==> src/rtl/tcap_pkg.sv <==
package tcap_pkg;
    localparam int NUM_CH   = 2;
    localparam int NUM_SLOT = 2 * NUM_CH;

    typedef enum logic {
        SLOT_ARMED  = 1'b0,
        SLOT_LOCKED = 1'b1
    } slot_state_e;
endpackage

==> src/rtl/tcap_edge_det.sv <==
module tcap_edge_det #(
    parameter int SYNC_STAGES = 2
) (
    input  logic clk,
    input  logic rst_n,
    input  logic pin_i,
    output logic rise_o,
    output logic fall_o
);
    logic [SYNC_STAGES-1:0] sync_q;
    logic                   prev_q;
    logic                   level;

    assign level = sync_q[SYNC_STAGES-1];

    generate
        if (SYNC_STAGES == 1) begin : g_one
            always_ff @(posedge clk or negedge rst_n) begin
                if (!rst_n) sync_q <= '0;
                else        sync_q <= pin_i;
            end
        end else begin : g_many
            always_ff @(posedge clk or negedge rst_n) begin
                if (!rst_n) sync_q <= '0;
                else        sync_q <= {sync_q[SYNC_STAGES-2:0], pin_i};
            end
        end
    endgenerate

    always_ff @(posedge clk or negedge rst_n) begin
        if (!rst_n) prev_q <= 1'b0;
        else        prev_q <= level;
    end

    assign rise_o = level & ~prev_q;
    assign fall_o = ~level & prev_q;

    // a detected rising edge is a single-cycle event
    assert_single_rise_R2: assert property (@(posedge clk) disable iff (!rst_n)
        rise_o |=> !rise_o);
endmodule

==> src/rtl/tcap_slot.sv <==
module tcap_slot
    import tcap_pkg::*;
#(
    parameter int W = 8
) (
    input  logic         clk,
    input  logic         rst_n,
    input  logic         ev_i,
    input  logic         hold_i,
    input  logic         rel_i,
    input  logic [W-1:0] din_i,
    output logic [W-1:0] val_o,
    output logic         cap_o
);
    slot_state_e  st_q, st_d;
    logic [W-1:0] val_q;

    always_ff @(posedge clk or negedge rst_n) begin
        if (!rst_n) st_q <= SLOT_ARMED;
        else        st_q <= st_d;
    end

    always_comb begin
        st_d = st_q;
        unique case (st_q)
            SLOT_ARMED:  if (ev_i && hold_i) st_d = SLOT_LOCKED; // CAPTURE_AND_LOCK
            SLOT_LOCKED: if (rel_i)          st_d = SLOT_ARMED;  // RELEASE_ON_READ
            default:                         st_d = SLOT_ARMED;
        endcase
    end

    always_comb begin
        cap_o = 1'b0;
        unique case (st_q)
            SLOT_ARMED:  cap_o = ev_i;
            SLOT_LOCKED: cap_o = 1'b0;
            default:     cap_o = 1'b0;
        endcase
    end

    always_ff @(posedge clk or negedge rst_n) begin
        if (!rst_n)     val_q <= '0;
        else if (cap_o) val_q <= din_i;
    end

    assign val_o = val_q;

    // a locked slot keeps its value into the next cycle
    assert_locked_stable_R7: assert property (@(posedge clk) disable iff (!rst_n)
        (st_q == SLOT_LOCKED) |=> $stable(val_q));
endmodule

==> src/rtl/dual_edge_capture.sv <==
module dual_edge_capture
    import tcap_pkg::*;
#(
    parameter int BYTE_W      = 8,
    parameter int SYNC_STAGES = 2
) (
    input  logic                         clk,
    input  logic                         rst_n,
    input  logic [2*BYTE_W-1:0]          cnt_i,
    input  logic [NUM_CH-1:0]            pin_i,
    input  logic                         cascade_i,
    input  logic                         hold_i,
    input  logic [NUM_SLOT-1:0]          irq_en_i,
    input  logic                         rd_i,
    input  logic [1:0]                   rd_idx_i,
    input  logic [NUM_SLOT-1:0]          clr_i,
    output logic [BYTE_W-1:0]            rd_data_o,
    output logic [NUM_SLOT*BYTE_W-1:0]   cap_o,
    output logic [NUM_SLOT-1:0]          flag_o,
    output logic                         irq_o
);
    logic [NUM_CH-1:0]   rise, fall;
    logic [NUM_SLOT-1:0] cap_hit;
    logic [NUM_SLOT-1:0] flag_set;
    logic [NUM_SLOT-1:0] flag_q;

    for (genvar c = 0; c < NUM_CH; c++) begin : g_ch
        tcap_edge_det #(.SYNC_STAGES(SYNC_STAGES)) u_edge (
            .clk    (clk),
            .rst_n  (rst_n),
            .pin_i  (pin_i[c]),
            .rise_o (rise[c]),
            .fall_o (fall[c])
        );
    end

    for (genvar i = 0; i < NUM_SLOT; i++) begin : g_slot
        localparam int          CH   = i / 2;
        localparam int          FALL = i % 2;
        localparam logic [1:0]  IDX  = 2'(i);
        localparam logic [1:0]  PAIR = 2'(FALL);

        logic              ev_own, ev_joined, ev, rel;
        logic [BYTE_W-1:0] din;

        assign ev_own    = (FALL == 1) ? fall[CH] : rise[CH];
        assign ev_joined = (FALL == 1) ? fall[0]  : rise[0];
        assign ev        = cascade_i ? ev_joined : ev_own;
        assign rel       = rd_i && (rd_idx_i == (cascade_i ? PAIR : IDX));
        assign din       = cnt_i[CH*BYTE_W +: BYTE_W];

        tcap_slot #(.W(BYTE_W)) u_slot (
            .clk    (clk),
            .rst_n  (rst_n),
            .ev_i   (ev),
            .hold_i (hold_i),
            .rel_i  (rel),
            .din_i  (din),
            .val_o  (cap_o[i*BYTE_W +: BYTE_W]),
            .cap_o  (cap_hit[i])
        );

        if (CH == 0) begin : g_lo
            assign flag_set[i] = cap_hit[i];
        end else begin : g_hi
            assign flag_set[i] = cap_hit[i] && !cascade_i;
        end

        always_ff @(posedge clk or negedge rst_n) begin
            if (!rst_n)           flag_q[i] <= 1'b0;
            else if (flag_set[i]) flag_q[i] <= 1'b1;
            else if (clr_i[i])    flag_q[i] <= 1'b0;
        end

        // a capture that owns a flag leaves it set
        assert_flag_after_cap_R8: assert property (@(posedge clk) disable iff (!rst_n)
            flag_set[i] |=> flag_o[i]);
    end

    assign flag_o    = flag_q;
    assign irq_o     = |(flag_q & irq_en_i);
    assign rd_data_o = cap_o[rd_idx_i*BYTE_W +: BYTE_W];

    // joined rising capture takes both bytes from one counter sample
    assert_joined_rise_R5: assert property (@(posedge clk) disable iff (!rst_n)
        (cascade_i && cap_hit[0] && cap_hit[2]) |=>
        ({cap_o[2*BYTE_W +: BYTE_W], cap_o[0 +: BYTE_W]} == $past(cnt_i)));
    // same for the falling pair
    assert_joined_fall_R5: assert property (@(posedge clk) disable iff (!rst_n)
        (cascade_i && cap_hit[1] && cap_hit[3]) |=>
        ({cap_o[3*BYTE_W +: BYTE_W], cap_o[BYTE_W +: BYTE_W]} == $past(cnt_i)));
endmodule

==> config.mk <==
export PLATFORM = sky130hd
export DESIGN_NAME = dual_edge_capture
export DESIGN_NICKNAME = d
export VERILOG_FILES = /design/src/rtl/tcap_pkg.sv /design/src/rtl/tcap_edge_det.sv /design/src/rtl/tcap_slot.sv /design/src/rtl/dual_edge_capture.sv
export SDC_FILE = /design/constraint.sdc
export NUM_CORES = 1
export LEC_CHECK = 0
export ABC_AREA = 1
export BUFFER_PORTS_ARGS = -buffer_cell sky130_fd_sc_hd__buf_4
export CAP_MARGIN = 5
export CORE_MARGIN = 1
export CORE_UTILIZATION = 40
export DETAILED_ROUTE_END_ITERATION = 10
export PLACE_DENSITY = 0.78
export SLEW_MARGIN = 0
export SYNTH_ARGS = -nofsm -noshare
export SYNTH_HDL_FRONTEND = slang
export SYNTH_SLANG_ARGS = --single-unit
==> constraint.sdc <==
create_clock -name clk -period 2.2 [get_ports clk]
set_input_delay 0.44 -clock clk [delete_from_list [all_inputs] [get_ports clk]]
set_output_delay 0.44 -clock clk [all_outputs]
set_load 0.01 [all_outputs]
==> impl_metrics.tcl, run 1 <==
set metrics [dict create \
    yosys-top-cells-count "75 x nand2_1, 46 x dfrtp_1, 23 x inv_1" \
    ir_drop_v 0.000425 \
    skew_ps 5.42 \
    clockRootBuffer "clkbuf_8" \
    yosysWarnings 0 \
    initial_utilization_pct 41.9 \
    syn_nets 272 \
    pwr-share-seq_pct 43.7 \
    rsz0062_at_grt "no" \
    antenna_found_initial 0 \
    drive_gt1_share_pct 36.2 \
    p_clk_share_pct 19.9 \
    drc 0 \
    wl_per_cell_um 13.2 \
    avgSynthCellArea_um2 9.07 \
    timing.final.crit_period_ps 1890 \
    postCtsHoldBufs 0 \
    syn_area_um2 2170 \
    combPwrFrac_pct 36.4 \
    chipHeight_um 75.6 \
    status "completed" \
    stdcell_count 388 \
    crit_type "in -> out" \
    ctsResizeCount 0 \
    cts_setup_buffers 0 \
    p_per_area_nw_per_um2 1060 \
    crit_buf_inv 3 \
    drt-initial-drc-count 147 \
    synth_top_area_share_pct 53.1 \
    hold_path_class "in -> async" \
    startpoint_type "input port" \
    power_leakage_nw 1.53 \
    crit_family "simple AND/OR/NAND/NOR gates" \
    yosys.area.top_type "dfrtp_1" \
    fp.dieArea_um2 5720 \
    yosys_most_used_dff "dfrtp_1" \
    viasPerCell 4.86 \
    gp_congestion 0.814 \
    setup_viol 0 \
    slowest_stage "nor2_2" \
    fillerInstances 486 \
    synth-edff-count 0 \
    crit_fanout 12 \
    crit_path_end_kind "primary output" \
    synthArstFlopShare_pct 100 \
    power.switching_w 0.00108 \
    ys_types 19 \
    drv_cap 0 \
    ant_nets 0 \
    num_vias 1886 \
    tritoncts "done" \
    cp.required_ps 1760 \
    antenna_cells 0 \
    cts_buffer_depth 2 \
    synthCells 239 \
    clkSinkCount 46 \
    synth_seq_cells 46 \
    synth.most_common_cell "nand2_1" \
    portBuffers 77 \
    routed_wl_mm 5.10 \
    max_freq_mhz 529 \
    core_area_um2 5170 \
    synth_area_leaders "dfrtp_1 53%, nand2_1 13%, o21ai_2 8.1%" \
    fin_nets 350 \
    ys_seq_area_share_pct 53.1 \
    syn_to_final_growth_pct 32.6 \
    clk_pin_slew_ps 80 \
    internal-power_w 0.00198 \
    slew_headroom_pct 47.0 \
    grt_first_pass_wirelength_mm 8.11 \
    row_count 26 \
    dp.cells 380 \
    slowest_delay_ps 370 \
    holdWs_ps 133 \
    cts_buffers 5 \
    cp.arrival_ps 1450 \
    worstSkewPairLatency_ps 290 \
    grt_pass1_vias 1791 \
    cp_common_cell "buf_4" \
    tns_ps 0 \
    ioPinCount 78 \
    p_sw_share_pct 35.3 \
    first_pass_iters 4 \
    grt_remaining_overflow 0 \
    hpwl_mm 3.93 \
    path_cells "buf_4, inv_1, nor2_2, a22oi_1, nand2_1, buf_4" \
    finalHoldViolCount 0 \
    slew_violations 0 \
    worstMarginPinSlew_ps 795 \
    grt_max_degree 47 \
    grt_usage_pct 19.5 \
    htree_levels 2 \
    period_share_pct 85.9 \
    die_w_um 75.6 \
]
-- placed cells by master (no fill, tap or decap), drive strengths merged --
cell type and n:
xor2 1, nand3 2, clkinv 2, a22oi 8, o21ai 30, nand2 79, or2 2, inv 24
bufinv 1, nor2 19, buf 78, nand4 21, dfrtp 46, clkbuf 5
-- sequential cells by signal, summed over array words and instances, names as in the netlist --
name                 cells
flag_o                   4
g_slot.u_slot.val_o     32
g_ch.u_edge.prev_q       2
g_slot.u_slot.st_q       4
g_ch.u_edge.sync_q       4
-- per-stage QoR --
step / utilization, % / worst slack, ps / total power, W / instance area (um2)
after CTS: 55.6 / 334 / 0.00310 / 2870
after detailed placement: 53.5 / 333 / 0.00248 / 2770
after floorplan: - / 807 / 0.00186 / 2170
final: 55.6 / 309 / 0.00306 / 2870
after global placement: 53.5 / 398 / 0.00245 / 2770
after global routing: 55.6 / 219 / 0.00329 / 2870
-- cells by family (layout without fill, tap and decap cells) --
| family | count (synthesis) | count (layout) | share of synthesized area (%) |
|---|---|---|---|
| AO/OA/AOI/OAI | 38 | 38 | 13.2 |
| XOR/XNOR | 1 | 1 | 0.404 |
| buffers and inverters | 31 | 110 | 7.62 |
| flip-flops | 46 | 46 | 53.1 |
| AND/OR/NAND/NOR | 123 | 123 | 25.7 |
-- final cells by class --
cell class / instances / area (um2) / area share (%)
clock inverter: 3 / 40.0 / 1.39
timing repair buffer: 78 / 586 / 20.4
clock buffer: 5 / 68.8 / 2.39
sequential: 46 / 1150 / 40.1
tap: 70 / 87.6 / 3.05
multi-input combinational: 162 / 851 / 29.6
inverter: 24 / 90.1 / 3.13
-- worst paths after layout --
path | from | end | slack (ps) | cells after the start
worst max-delay path | rd_idx_i[0] | rd_data_o[6] | 310 | 6
worst min-delay path | rst_n | flag_o[2] | 130 | 1
worst max register to register | g_ch[0].u_edge.sync_q[1] | g_slot[1].u_slot.val_o[2] | 710 | 5
worst min register to register | g_ch[1].u_edge.sync_q[0] | g_ch[1].u_edge.sync_q[1] | 350 | 0
max in group asynchronous | rst_n | g_slot[1].u_slot.val_o[2] | 1670 | 1
min in group clk | pin_i[1] | g_ch[1].u_edge.sync_q[0] | 250 | 1
-- power groups by stage --
stage               registers [W]  logic (W)  clock network, W
floorplan                 0.00139   0.000473                 0
global placement          0.00135    0.00110                 0
detailed placement        0.00136    0.00113                 0
CTS                       0.00134    0.00113          0.000627
global route              0.00137    0.00125          0.000667
finish                    0.00134    0.00111          0.000608
-- layer usage --
layer,up-vias,global-route usage [%],share of wire [%]
met2,65,32.8,50
met4,0,5.97,0.59
met5,-,0,0
met1,878,24.7,43
met3,2,5.16,5.6
li1,941,-,-
No activity file was read; power rests on OpenSTA's default activity.
==> inputs of run 2 (changes only) <==
==> constraint.sdc (replaced) <==
create_clock -name clk -period 2.4 [get_ports clk]
set_input_delay 0.36 -clock clk [delete_from_list [all_inputs] [get_ports clk]]
set_output_delay 0.36 -clock clk [all_outputs]
set_load 0.01 [all_outputs]
==> run 2 against run 1 <==
Against the previous run:
- global-route usage down 0.85 points
- first-iteration DRC count down 37%
- sequential cell count stayed put
- sequential power is 9% lower
- sequential share of layout area grew 0.25 points
- clock power shrank 23%
- via count rose by 1.7%
- clock-buffer cell count grew 2
- clock skew shrank 0.61 ps
- hold slack got worse by 79 ps
- die area is the same
- register-to-register slack better by 230 ps
- largest cell class unchanged
- largest power group unchanged
==> impl_metrics.tcl, run 2 (synthesis gave the netlist of run 1 again) <==
set metrics [dict create \
    die_w_um 75.6 \
    period_share_pct 73.0 \
    chipHeight_um 75.6 \
    viasPerCell 4.95 \
    grt_max_degree 47 \
    drc 0 \
    skew_ps 4.80 \
    finalHoldViolCount 0 \
    fillerInstances 492 \
    ir_drop_v 0.000365 \
    num_vias 1919 \
    timing.final.crit_period_ps 1750 \
    final_common_cell "buf_4" \
    first_pass_iters 4 \
    multiInputGateArea_um2 851 \
    wl_per_cell_um 12.9 \
    rsz0062_at_grt "no" \
    rr_startpoint "g_ch[0].u_edge.sync_q[1]" \
    hold_path_class "in -> async" \
    tritoncts "done" \
    status "completed" \
    hpwl_mm 3.92 \
    crit_fanout 12 \
    stdcell_count 388 \
    clockRootBuffer "clkbuf_8" \
    ant_nets 0 \
    power_leakage_nw 1.52 \
    routed_wl_mm 5.01 \
    ioPinCount 78 \
    grt_pass1_vias 1744 \
    mostFrequentLayoutCells "78 x buf_4, 75 x nand2_1, 46 x dfrtp_1" \
    initial_utilization_pct 41.9 \
    worstMarginPinSlew_ps 808 \
    grt_remaining_overflow 0 \
    ctsResizeCount 0 \
    drt-initial-drc-count 92 \
    gp_congestion 0.804 \
    setup_viol 0 \
    p_per_area_nw_per_um2 948 \
    fin_nets 350 \
    seq_area_um2 1150 \
    worstSkewPairLatency_ps 290 \
    largest_reg_flops 32 \
    fp.dieArea_um2 5720 \
    dp.cells 380 \
    row_count 26 \
    core_area_um2 5170 \
    startpoint_type "input port" \
    crit_type "in -> out" \
    drv_cap 0 \
    portBuffers 77 \
    cts_setup_buffers 0 \
    htree_levels 2 \
    clkSinkCount 46 \
    drive_gt1_share_pct 35.8 \
    grt_usage_pct 18.6 \
    clk_pin_slew_ps 80 \
    max_freq_mhz 571 \
    final_core_util_pct 55.2 \
    tns_ps 0 \
    r2r.worst_path.cells 5 \
    slew_violations 0 \
    grt_first_pass_wirelength_mm 7.84 \
    antenna_found_initial 0 \
    antenna_cells 0 \
    syn_to_final_growth_pct 31.8 \
    crit_path_end_kind "primary output" \
    cp.arrival_ps 1390 \
    cts_buffers 5 \
    postCtsHoldBufs 0 \
    cp.required_ps 2040 \
    reg2reg_to "g_slot[1].u_slot.val_o[6]" \
    rrSetupSlack_ps 940 \
    cts_buffer_depth 2 \
    slew_headroom_pct 46.1 \
]
## run 2: cell types whose count changed in the layout (fill, tap and decap cells not counted)
| cell | delta |
|---|---|
| bufinv_16 | -1 |
| clkbuf_8 | +1 |
| clkinv_2 | -1 |
| clkbuf_1 | +1 |
## run 2: through the flow
stage / setup WS [ps] / power [W] / hold WS (ps) / area [um2]
2_1_floorplan: 1170 / 0.00171 / 64.4 / 2170
3_3_place_gp: 758 / 0.00225 / 331 / 2770
3_5_place_dp: 674 / 0.00227 / 337 / 2770
4_1_cts: 672 / 0.00274 / 74.2 / 2860
5_1_grt: 579 / 0.00291 / 87.1 / 2860
6_report: 649 / 0.00271 / 54.7 / 2860
## run 2: worst max-delay path, cell delays in order
cell	delay, ps
buf_4	160
inv_1	140
nor2_2	370
a22oi_1	130
nand2_1	110
buf_4	120
## run 2: worst max-delay path by stage
stage | endpoint | startpoint | slack, ps
finish | rd_data_o[1] | rd_idx_i[0] | 650
global route | rd_data_o[5] | rd_idx_i[0] | 580
CTS | rd_data_o[1] | rd_idx_i[0] | 670
detailed placement | rd_data_o[1] | rd_idx_i[0] | 670
global placement | rd_data_o[1] | rd_idx_i[0] | 760
floorplan | rd_data_o[0] | rd_idx_i[0] | 1170
## run 2: routing by layer
layer	up-vias	share of wire, %	track usage, %
met2	71	51	31.7
li1	939	-	-
met4	0	0.54	5.35
met1	907	43	23.9
met5	-	0	0
met3	2	6.0	4.23
## run 2: area by class of cell
cell class	count	area share (%)
Inverter	24	3.15
Timing Repair Buffer	78	20.5
Clock buffer	7	3.02
Sequential cell	46	40.3
Clock inverter	1	0.175
Tap cell	70	3.07
Multi-Input combinational cell	162	29.8
## run 2: power by group
group,total [W],switching [W],internal [W]
clock network,0.000466,0.000234,0.000232
logic,0.00102,0.000517,0.000502
registers,0.00122,0.000216,0.00101
